**src/rtl/gci_dd_pkg.sv**
```systemverilog
package gci_dd_pkg;

    localparam int FRAME_BITS = 256;
    localparam int BYTE_BITS  = 8;
    localparam int CH_BYTES   = 4;
    localparam int SEL_W      = 2;
    localparam int CHANNELS   = FRAME_BITS / (BYTE_BITS * CH_BYTES);
    localparam int BIT_CNT_W  = $clog2(FRAME_BITS);
    localparam int IN_BYTE_W  = $clog2(BYTE_BITS);
    localparam int SLOT_W     = $clog2(CH_BYTES);
    localparam int CH_W       = $clog2(CHANNELS);

    typedef enum logic [SLOT_W-1:0] {
        SLOT_B1  = 2'd0,
        SLOT_B2  = 2'd1,
        SLOT_MON = 2'd2,
        SLOT_SC  = 2'd3
    } slot_e;

    typedef struct packed {
        logic                 vld;
        logic [CH_W-1:0]      chan;
        slot_e                slot;
        logic [BYTE_BITS-1:0] data;
    } rx_byte_t;

    function automatic logic slot_is_voice(input slot_e s);
        return (s == SLOT_B1) || (s == SLOT_B2);
    endfunction

    function automatic logic slot_second_of_pair(input slot_e s);
        return (s == SLOT_B2) || (s == SLOT_SC);
    endfunction

endpackage

```
**src/rtl/gci_dd_sync.sv**
```systemverilog
module gci_dd_sync #(
    parameter int WIDTH  = 1,
    parameter int STAGES = 2
) (
    input  logic             clk,
    input  logic             rst,
    input  logic [WIDTH-1:0] async_i,
    output logic [WIDTH-1:0] sync_o
);

    logic [STAGES-1:0][WIDTH-1:0] chain;

    always_ff @(posedge clk) begin
        if (rst) begin
            chain[0] <= '0;
        end else begin
            chain[0] <= async_i;
        end
    end

    generate
        for (genvar s = 1; s < STAGES; s++) begin : g_stage
            always_ff @(posedge clk) begin
                if (rst) begin
                    chain[s] <= '0;
                end else begin
                    chain[s] <= chain[s-1];
                end
            end
        end
    endgenerate

    assign sync_o = chain[STAGES-1];

endmodule

```
**src/rtl/gci_dd_framer.sv**
```systemverilog
module gci_dd_framer
    import gci_dd_pkg::*;
(
    input  logic                 clk,
    input  logic                 rst,
    input  logic                 tick,
    input  logic                 fsc,
    input  logic [SEL_W-1:0]     sel,
    output logic                 frame_start,
    output logic                 sample,
    output logic                 frame_active,
    output logic [BIT_CNT_W-1:0] bit_cnt,
    output logic [SEL_W-1:0]     sel_q
);

    localparam logic [BIT_CNT_W-1:0] LAST_BIT = BIT_CNT_W'(FRAME_BITS - 1);

    logic fsc_prev;
    logic mid_next;

    assign frame_start = tick && fsc && !fsc_prev;
    assign sample      = tick && frame_active && mid_next && !frame_start;

    always_ff @(posedge clk) begin
        if (rst) begin
            fsc_prev     <= 1'b0;
            mid_next     <= 1'b0;
            frame_active <= 1'b0;
            bit_cnt      <= '0;
            sel_q        <= '0;
        end else if (tick) begin
            fsc_prev <= fsc;
            if (frame_start) begin
                bit_cnt      <= '0;
                mid_next     <= 1'b1;
                frame_active <= 1'b1;
                sel_q        <= sel;
            end else if (frame_active) begin
                if (mid_next) begin
                    mid_next <= 1'b0;
                    bit_cnt  <= bit_cnt + 1'b1;
                    if (bit_cnt == LAST_BIT) begin
                        frame_active <= 1'b0;
                    end
                end else begin
                    mid_next <= 1'b1;
                end
            end
        end
    end

endmodule

```
**src/rtl/gci_dd_shifter.sv**
```systemverilog
module gci_dd_shifter
    import gci_dd_pkg::*;
(
    input  logic                 clk,
    input  logic                 rst,
    input  logic                 sample,
    input  logic                 bit_in,
    input  logic [BIT_CNT_W-1:0] bit_cnt,
    output rx_byte_t             byte_o
);

    localparam logic [IN_BYTE_W-1:0] LAST_IN_BYTE = '1;

    logic [BYTE_BITS-2:0] acc;

    always_ff @(posedge clk) begin
        if (rst) begin
            acc    <= '0;
            byte_o <= '0;
        end else begin
            byte_o.vld <= 1'b0;
            if (sample) begin
                acc <= {acc[BYTE_BITS-3:0], bit_in};
                if (bit_cnt[IN_BYTE_W-1:0] == LAST_IN_BYTE) begin
                    byte_o.vld  <= 1'b1;
                    byte_o.data <= {acc, bit_in};
                    byte_o.chan <= bit_cnt[BIT_CNT_W-1 -: CH_W];
                    byte_o.slot <= slot_e'(bit_cnt[IN_BYTE_W +: SLOT_W]);
                end
            end
        end
    end

endmodule

```
**src/rtl/gci_dd_router.sv**
```systemverilog
module gci_dd_router
    import gci_dd_pkg::*;
(
    input  logic                 clk,
    input  logic                 rst,
    input  rx_byte_t             byte_i,
    input  logic [SEL_W-1:0]     sel_q,
    output logic                 voice_vld,
    output logic [BYTE_BITS-1:0] voice_byte,
    output logic                 voice_is_b2,
    output logic                 ctrl_vld,
    output logic [BYTE_BITS-1:0] ctrl_byte,
    output logic                 ctrl_is_sc
);

    logic hit;
    logic to_voice;

    assign hit      = byte_i.vld && (byte_i.chan == CH_W'(sel_q));
    assign to_voice = slot_is_voice(byte_i.slot);

    always_ff @(posedge clk) begin
        if (rst) begin
            voice_vld   <= 1'b0;
            voice_byte  <= '0;
            voice_is_b2 <= 1'b0;
            ctrl_vld    <= 1'b0;
            ctrl_byte   <= '0;
            ctrl_is_sc  <= 1'b0;
        end else begin
            voice_vld <= hit && to_voice;
            ctrl_vld  <= hit && !to_voice;
            if (hit && to_voice) begin
                voice_byte  <= byte_i.data;
                voice_is_b2 <= slot_second_of_pair(byte_i.slot);
            end
            if (hit && !to_voice) begin
                ctrl_byte  <= byte_i.data;
                ctrl_is_sc <= slot_second_of_pair(byte_i.slot);
            end
        end
    end

endmodule

```
**src/rtl/gci_dd_demux.sv**
```systemverilog
module gci_dd_demux
    import gci_dd_pkg::*;
#(
    parameter int SYNC_STAGES = 2
) (
    input  logic                 clk,
    input  logic                 rst,
    input  logic                 gci_dclk,
    input  logic                 gci_fsync,
    input  logic                 gci_dd,
    input  logic                 chan_sel_lo,
    input  logic                 chan_sel_hi,
    output logic                 voice_vld,
    output logic [BYTE_BITS-1:0] voice_byte,
    output logic                 voice_is_b2,
    output logic                 ctrl_vld,
    output logic [BYTE_BITS-1:0] ctrl_byte,
    output logic                 ctrl_is_sc
);

    localparam int PIN_W = 3 + SEL_W;

    logic [PIN_W-1:0]     pins_async;
    logic [PIN_W-1:0]     pins_sync;
    logic                 dclk_s;
    logic                 dclk_d;
    logic                 fsc_s;
    logic                 dd_s;
    logic [SEL_W-1:0]     sel_s;
    logic                 tick;
    logic                 frame_start;
    logic                 sample;
    logic                 frame_active;
    logic [BIT_CNT_W-1:0] bit_cnt;
    logic [SEL_W-1:0]     sel_q;
    rx_byte_t             rx_byte;

    assign pins_async = {chan_sel_hi, chan_sel_lo, gci_dd, gci_fsync, gci_dclk};

    gci_dd_sync #(
        .WIDTH  (PIN_W),
        .STAGES (SYNC_STAGES)
    ) i_sync (
        .clk     (clk),
        .rst     (rst),
        .async_i (pins_async),
        .sync_o  (pins_sync)
    );

    assign dclk_s = pins_sync[0];
    assign fsc_s  = pins_sync[1];
    assign dd_s   = pins_sync[2];
    assign sel_s  = pins_sync[PIN_W-1:3];

    always_ff @(posedge clk) begin
        if (rst) begin
            dclk_d <= 1'b0;
        end else begin
            dclk_d <= dclk_s;
        end
    end

    assign tick = dclk_s && !dclk_d;

    gci_dd_framer i_framer (
        .clk          (clk),
        .rst          (rst),
        .tick         (tick),
        .fsc          (fsc_s),
        .sel          (sel_s),
        .frame_start  (frame_start),
        .sample       (sample),
        .frame_active (frame_active),
        .bit_cnt      (bit_cnt),
        .sel_q        (sel_q)
    );

    gci_dd_shifter i_shifter (
        .clk     (clk),
        .rst     (rst),
        .sample  (sample),
        .bit_in  (dd_s),
        .bit_cnt (bit_cnt),
        .byte_o  (rx_byte)
    );

    gci_dd_router i_router (
        .clk         (clk),
        .rst         (rst),
        .byte_i      (rx_byte),
        .sel_q       (sel_q),
        .voice_vld   (voice_vld),
        .voice_byte  (voice_byte),
        .voice_is_b2 (voice_is_b2),
        .ctrl_vld    (ctrl_vld),
        .ctrl_byte   (ctrl_byte),
        .ctrl_is_sc  (ctrl_is_sc)
    );

endmodule

```
**config.mk**
```make
export PLATFORM = sky130hd
export DESIGN_NAME = gci_dd_demux
export DESIGN_NICKNAME = d
export VERILOG_FILES = /design/src/rtl/gci_dd_pkg.sv /design/src/rtl/gci_dd_sync.sv /design/src/rtl/gci_dd_framer.sv /design/src/rtl/gci_dd_shifter.sv /design/src/rtl/gci_dd_router.sv /design/src/rtl/gci_dd_demux.sv
export SDC_FILE = /design/constraint.sdc
export NUM_CORES = 1
export LEC_CHECK = 0
export ABC_CLOCK_PERIOD_IN_PS = 2400
export BUFFER_PORTS_ARGS = -buffer_cell sky130_fd_sc_hd__buf_2
export CELL_PAD_IN_SITES_DETAIL_PLACEMENT = 1
export CELL_PAD_IN_SITES_GLOBAL_PLACEMENT = 2
export CORE_MARGIN = 5
export CORE_UTILIZATION = 34
export CTS_BUF_LIST = sky130_fd_sc_hd__clkbuf_8 sky130_fd_sc_hd__clkbuf_16
export CTS_CLUSTER_SIZE = 10
export DETAILED_ROUTE_END_ITERATION = 7
export GPL_TIMING_DRIVEN = 0
export PLACE_DENSITY_LB_ADDON = 0.3
export SLEW_MARGIN = 20
export SYNTH_ARGS = -nofsm -noshare
export SYNTH_HDL_FRONTEND = slang
export SYNTH_SLANG_ARGS = --single-unit
```
**constraint.sdc**
```tcl
create_clock -name clk -period 2.4 [get_ports clk]
set_input_delay 0.48 -clock clk [delete_from_list [all_inputs] [get_ports clk]]
set_output_delay 0.48 -clock clk [all_outputs]
set_load 0.005 [all_outputs]
```
Word level (Yosys, flattened, before mapping)
Cells that the tools add are included.
{"block": "word_totals", "reg_bits": 65, "output_inout_bits": 20}
{"block": "classes", "n_addsub": 1, "n_eq_ne": 5, "mux": 11, "n_bitwise": 1, "reduce_logical": 23}
{"cell": "2-to-1 mux 8 bit", "n": 3}
{"cell": "2-to-1 mux 14 bit", "n": 1}
{"cell": "logical AND 1 bit", "n": 9}
{"cell": "adder 8 x 1 -> 8 bit, second input constant", "n": 1}
{"cell": "equality test 8 bit, second input constant", "n": 1}
{"cell": "2-to-1 mux 1 bit", "n": 7}
{"cell": "AND reduction 2 bit", "n": 3}
{"cell": "logical NOT 1 bit", "n": 4}
{"cell": "nonzero test 2 bit", "n": 2}
{"cell": "equality test 3 x 2 -> 1 bit", "n": 1}
{"cell": "equality test 3 bit, second input constant", "n": 1}
{"cell": "AND reduction 3 bit", "n": 1}
{"cell": "equality test 2 x 1 -> 1 bit, second input constant", "n": 1}
{"cell": "equality test 2 bit, second input constant", "n": 1}
{"cell": "logical NOT 2 bit", "n": 1}
{"cell": "logical OR 1 bit", "n": 2}
{"cell": "OR reduction 2 bit", "n": 1}
{"cell": "NOT 1 bit", "n": 1}

Logic depth before layout (Yosys ltp)
{"block": "depth", "ltp_word": 8, "depth_mapped": 6, "mapped_depth_nobuf": 5}

Hierarchy
Synthesis repeated with hierarchy kept, for this count alone.
{"block": "unflattened", "cells_unflattened": 257, "area_unflattened_um2": 2741.4}
{"mod": "gci_dd_router", "instances": 1, "cells_per_inst": 81, "area_each_um2": 882.1, "seq_area_each_um2": 400.4}
{"mod": "gci_dd_shifter", "instances": 1, "cells_per_inst": 82, "area_each_um2": 880.8, "seq_area_each_um2": 420.4}
{"mod": "gci_dd_framer", "instances": 1, "cells_per_inst": 66, "area_each_um2": 630.6, "seq_area_each_um2": 260.2}
{"mod": "gci_dd_sync", "instances": 1, "cells_per_inst": 25, "area_each_um2": 300.3, "seq_area_each_um2": 200.2}
{"mod": "gci_dd_demux", "instances": 1, "cells_per_inst": 3, "area_each_um2": 47.5, "seq_area_each_um2": 20.0}

Least setup slack after synthesis
Ideal clock, no wire load.
{"block": "synth_timing", "path_kind": "input -> register", "startpoint": "in rst", "endpoint": "reg i_router.ctrl_byte[7]", "arrival_time_ns": 1.322, "required_time_ns": 2.272, "setup_slack_ns": 0.951, "stages": 4, "path_buffers": 3, "cell_sequence": "clkbuf_1 > clkbuf_1 > clkbuf_1 > nor2_1"}
{"item": "start, declared", "line_no": "gci_dd_demux.sv:7", "text": "input logic rst,"}
{"item": "end signal, assigned", "line_no": "gci_dd_router.sv:38", "text": "ctrl_byte <= byte_i.data;"}
{"item": "end, declared", "line_no": "gci_dd_router.sv:12", "text": "output logic [BYTE_BITS-1:0] ctrl_byte,"}
No word-level cell between the ends.

Worst setup path in the final report
{"block": "layout_timing", "startpoint": "reg i_framer.frame_active", "endpoint": "reg i_shifter.byte_o[6] (netlist bit)"}
{"block": "layout_via", "elab_chain_cells": 4}
{"item": "start, declared", "line_no": "gci_dd_framer.sv:11", "text": "output logic frame_active,"}
{"item": "start signal, assigned", "line_no": "gci_dd_framer.sv:28", "text": "frame_active <= 1'b0;"}
{"item": "start signal, assigned", "line_no": "gci_dd_framer.sv:36", "text": "frame_active <= 1'b1;"}
{"item": "start signal, assigned", "line_no": "gci_dd_framer.sv:43", "text": "frame_active <= 1'b0;"}
{"item": "logical AND 1 bit (3 in series)", "line_no": "gci_dd_framer.sv:22", "text": "assign sample = tick && frame_active && mid_next && !frame_start;"}
{"item": "AND reduction 2 bit (no source line)"}
{"item": "end, declared", "line_no": "gci_dd_shifter.sv:9", "text": "output rx_byte_t byte_o"}
Every way passes these cells.
A chain may end at the register's enable or synchronous reset.

==> results by group <==
Route
  – Residual DRC: 0
  – Vias: 1796
  – Via density: roughly 4.6
  – ANT nets after route: 0
  – Final WL: 5150 um
  – Iter 0 DRT Violations: 67
  – TritonRoute pass-1 iters: 4
  – Mean routed wirelength per cell: 13.3 um

Setup path
  – Worst Path Required: approximately 2.6 ns
  – Max FO, Critical Path: 10
  – Crit end category: register
  – Worst EP arrival: 1.76 ns
  – CP Class: register to register
  – Reg2Reg Depth: 6
  – Worst setup SP type: register

GRT
  – GR Util All Layers: 12.9%
  – GR Overflow Total: 0
  – First-pass GRT wire length: 8690 um
  – Vias in the first global route: 1828
  – Initial antenna violation count: 0
  – Pin count of the biggest net entering global routing: 12

Clock network
  – Longest Clk Path Bufs: 2
  – Clk slew on worst S/H paths: roughly 0.070 ns
  – Clock Latency Late Sink: 0.33 ns
  – CTS Buf Count: 9
  – Clock tree from TritonCTS: yes
  – Hold-fix buffers, CTS: 0
  – Setup repair bufs after CTS: 0
  – PostCTS Resize Cnt: 0
  – H-tree depth: 3
  – Sink Count: 65
  – Root buffer cell: clkbuf_8

Synth
  – Synth Area per Inst: 9.43 um2
  – Synthesized net count: 260
  – Top-area cell type share of the netlist area: between 50 and 60%
  – Yosys warns: 0
  – Most used DFF post-synth: dfxtp_1
  – Mapped Area: 2370 um2
  – Sequential element share of the synthesized area: 55.0%
  – Netlist cell types: 31
  – Top cells by area, synth: dfxtp_1 (55%), mux2i_1 (11%), nand2_1 (6.2%), nor2_1 (5.1%), a21oi_1 (4.9%)
  – Asr flop ratio synth: 0%
  – Cell count after synthesis: 251
  – Post-synth top area cell: dfxtp_1
  – Synth Register Bits: 65
  – EDFF count, synth: 0

Die
  – Initial Util: 34.8%
  – Die Y-Extent: 93.4 um
  – Full die area: about 8700 um2
  – Core ar.: 6790 um2
  – Row count: 30
  – Die width: around 93 um
  – Num ports: 27

Timing
  – Final period utilization: roughly two thirds
  – RSZ-0062 raised after global routing: no
  – Setup Skew: 0.00768 ns
  – Rel. slew slack: between 60% and 70%
  – Fin crit period: 1.57 ns
  – Pins over their slew limit: 0
  – Fin Setup TNS: 0 ns
  – Worst-Margin Slew: between 0.5 and 0.6 ns
  – Final Setup Violations: 0
  – Worst setup margin: 0.827 ns
  – Final Hold Viols: 0
  – Fmax: around 640 MHz

Place
  – Port bufs: 25
  – Inst Count DP: 372
  – Setup slack after placement: 0.490 ns
  – HPWL Detailed: 3590 um
  – GP Congestion: 0.786

Pwr
  – Pwr dens: 792 nW/um2
  – Peak supply drop: 0.459 mV
  – Leakage Power: 1.12 nW

Hold path
  – Hold path depth: 2
  – Hold Path Class: input port to register

Final layout
  – Fin cells: 388
  – Share of cells above drive strength 1: 16.4%
  – Area Overhead vs Synth: 20.7%
  – Antenna cells: 0
  – Fin nets: just under 300

Run
  – Max Cap Viol: 0

Status
  – Status: completed
-- layout by cell type (no fill, tap or decap), types with 2 or more instances in the layout --
master,count
mux2i_1,25
clkbuf_1,8
inv_1,3
nand2b_1,3
nor2b_1,14
nand3_1,7
nand4_1,2
ha_1,2
nand4b_1,2
nor3_1,2
xnor2_1,5
dfxtp_1,65
nor4_1,2
bufinv_16,3
a21oi_1,23
buf_2,29
clkbuf_8,10
nand2_1,39
nor2_1,32
-- sequential cells by signal, indices dropped and copies added, names as in the netlist, 2 cells and up --
name and cells:
i_sync.chain 5, i_router.voice_byte 8, i_shifter.byte_o 14, i_framer.sel_q 2, i_router.ctrl_byte 8, i_sync.sync_o 5
i_framer.bit_cnt 8, i_shifter.acc 7
-- layer usage --
metal  track usage [%]  up-vias  wire (um)
li1                  -      911          -
met1              16.9      852       2650
met2              20.0       24       2260
met3              3.06        9        164
met4              6.23        0         76
met5                 0        -          0
-- worst paths after layout --
| check | endpoint | startpoint | slack [ns] |
|---|---|---|---|
| setup / recovery | i_shifter.byte_o[6] | i_framer.frame_active | 0.83 |
| setup reg to reg | i_shifter.byte_o[6] | i_framer.frame_active | 0.83 |
| hold reg to reg | i_sync.sync_o[0] | i_sync.chain[0] | 0.44 |
| hold / removal | i_sync.chain[0] | gci_dclk | 0.36 |
-- synthesized netlist by cell type, types with 2 or more instances --
cell type  number
a21oi_1        23
xnor2_1         5
nand3_1         7
mux2i_1        25
nand2_1        39
dfxtp_1        65
nand4_1         2
clkbuf_1        8
nand4b_1        2
buf_2           4
nor3_1          2
nor2_1         32
nor2b_1        14
ha_1            2
inv_1           2
nand2b_1        3
nor4_1          2
-- critical path, stage by stage (launching register included) --
cell and delay (ns):
dfxtp_1 0.41, and4b_2 0.24, buf_2 0.15, nand3_1 0.21, buf_2 0.27, nand2_1 0.09
a21oi_1 0.06
-- layout make-up --
type                       instances  area [um2]
fill                             797        3940
sequential                        65        1300
multi-input combinational        171         996
clock buffer                      10         138
timing repair buffer              25         125
tap                               96         120
clock inverter                     6         106
buffer                            13        61.3
inverter                           2        7.51
-- kinds of logic after synthesis --
group | Yosys count | share of synthesized area, %
muxes | 25 | 10.6
buffers and inverters | 15 | 2.91
and+or+nand+nor | 111 | 22.3
adders and majority gates | 2 | 1.06
AOI/OAI and AO/OA | 28 | 6.35
DFF | 65 | 55.0
xor gates and xnor gates | 5 | 1.85
-- report_power, final --
group / leakage (nW) / total (mW) / internal (mW) / switching, mW
combinational: 0.469 / 0.0421 / 0.0126 / 0.0295
sequential: 0.526 / 1.09 / 1.09 / 0.00374
clock: 0.124 / 1.13 / 0.713 / 0.416
total: 1.12 / 2.26 / 1.81 / 0.449
-- per-stage QoR --
step	total power, mW	area (um2)	utilization (%)	hold WS (ns)
after CTS	2.29	2860	42.0	0.345
after floorplan	1.14	2370	-	0.414
after global placement	1.16	2610	38.4	0.417
final	2.26	2860	42.0	0.356
after detailed placement	1.16	2610	38.4	0.429
after global routing	2.34	2860	42.0	0.355
Note: power is estimated with default switching activity, not from simulation.
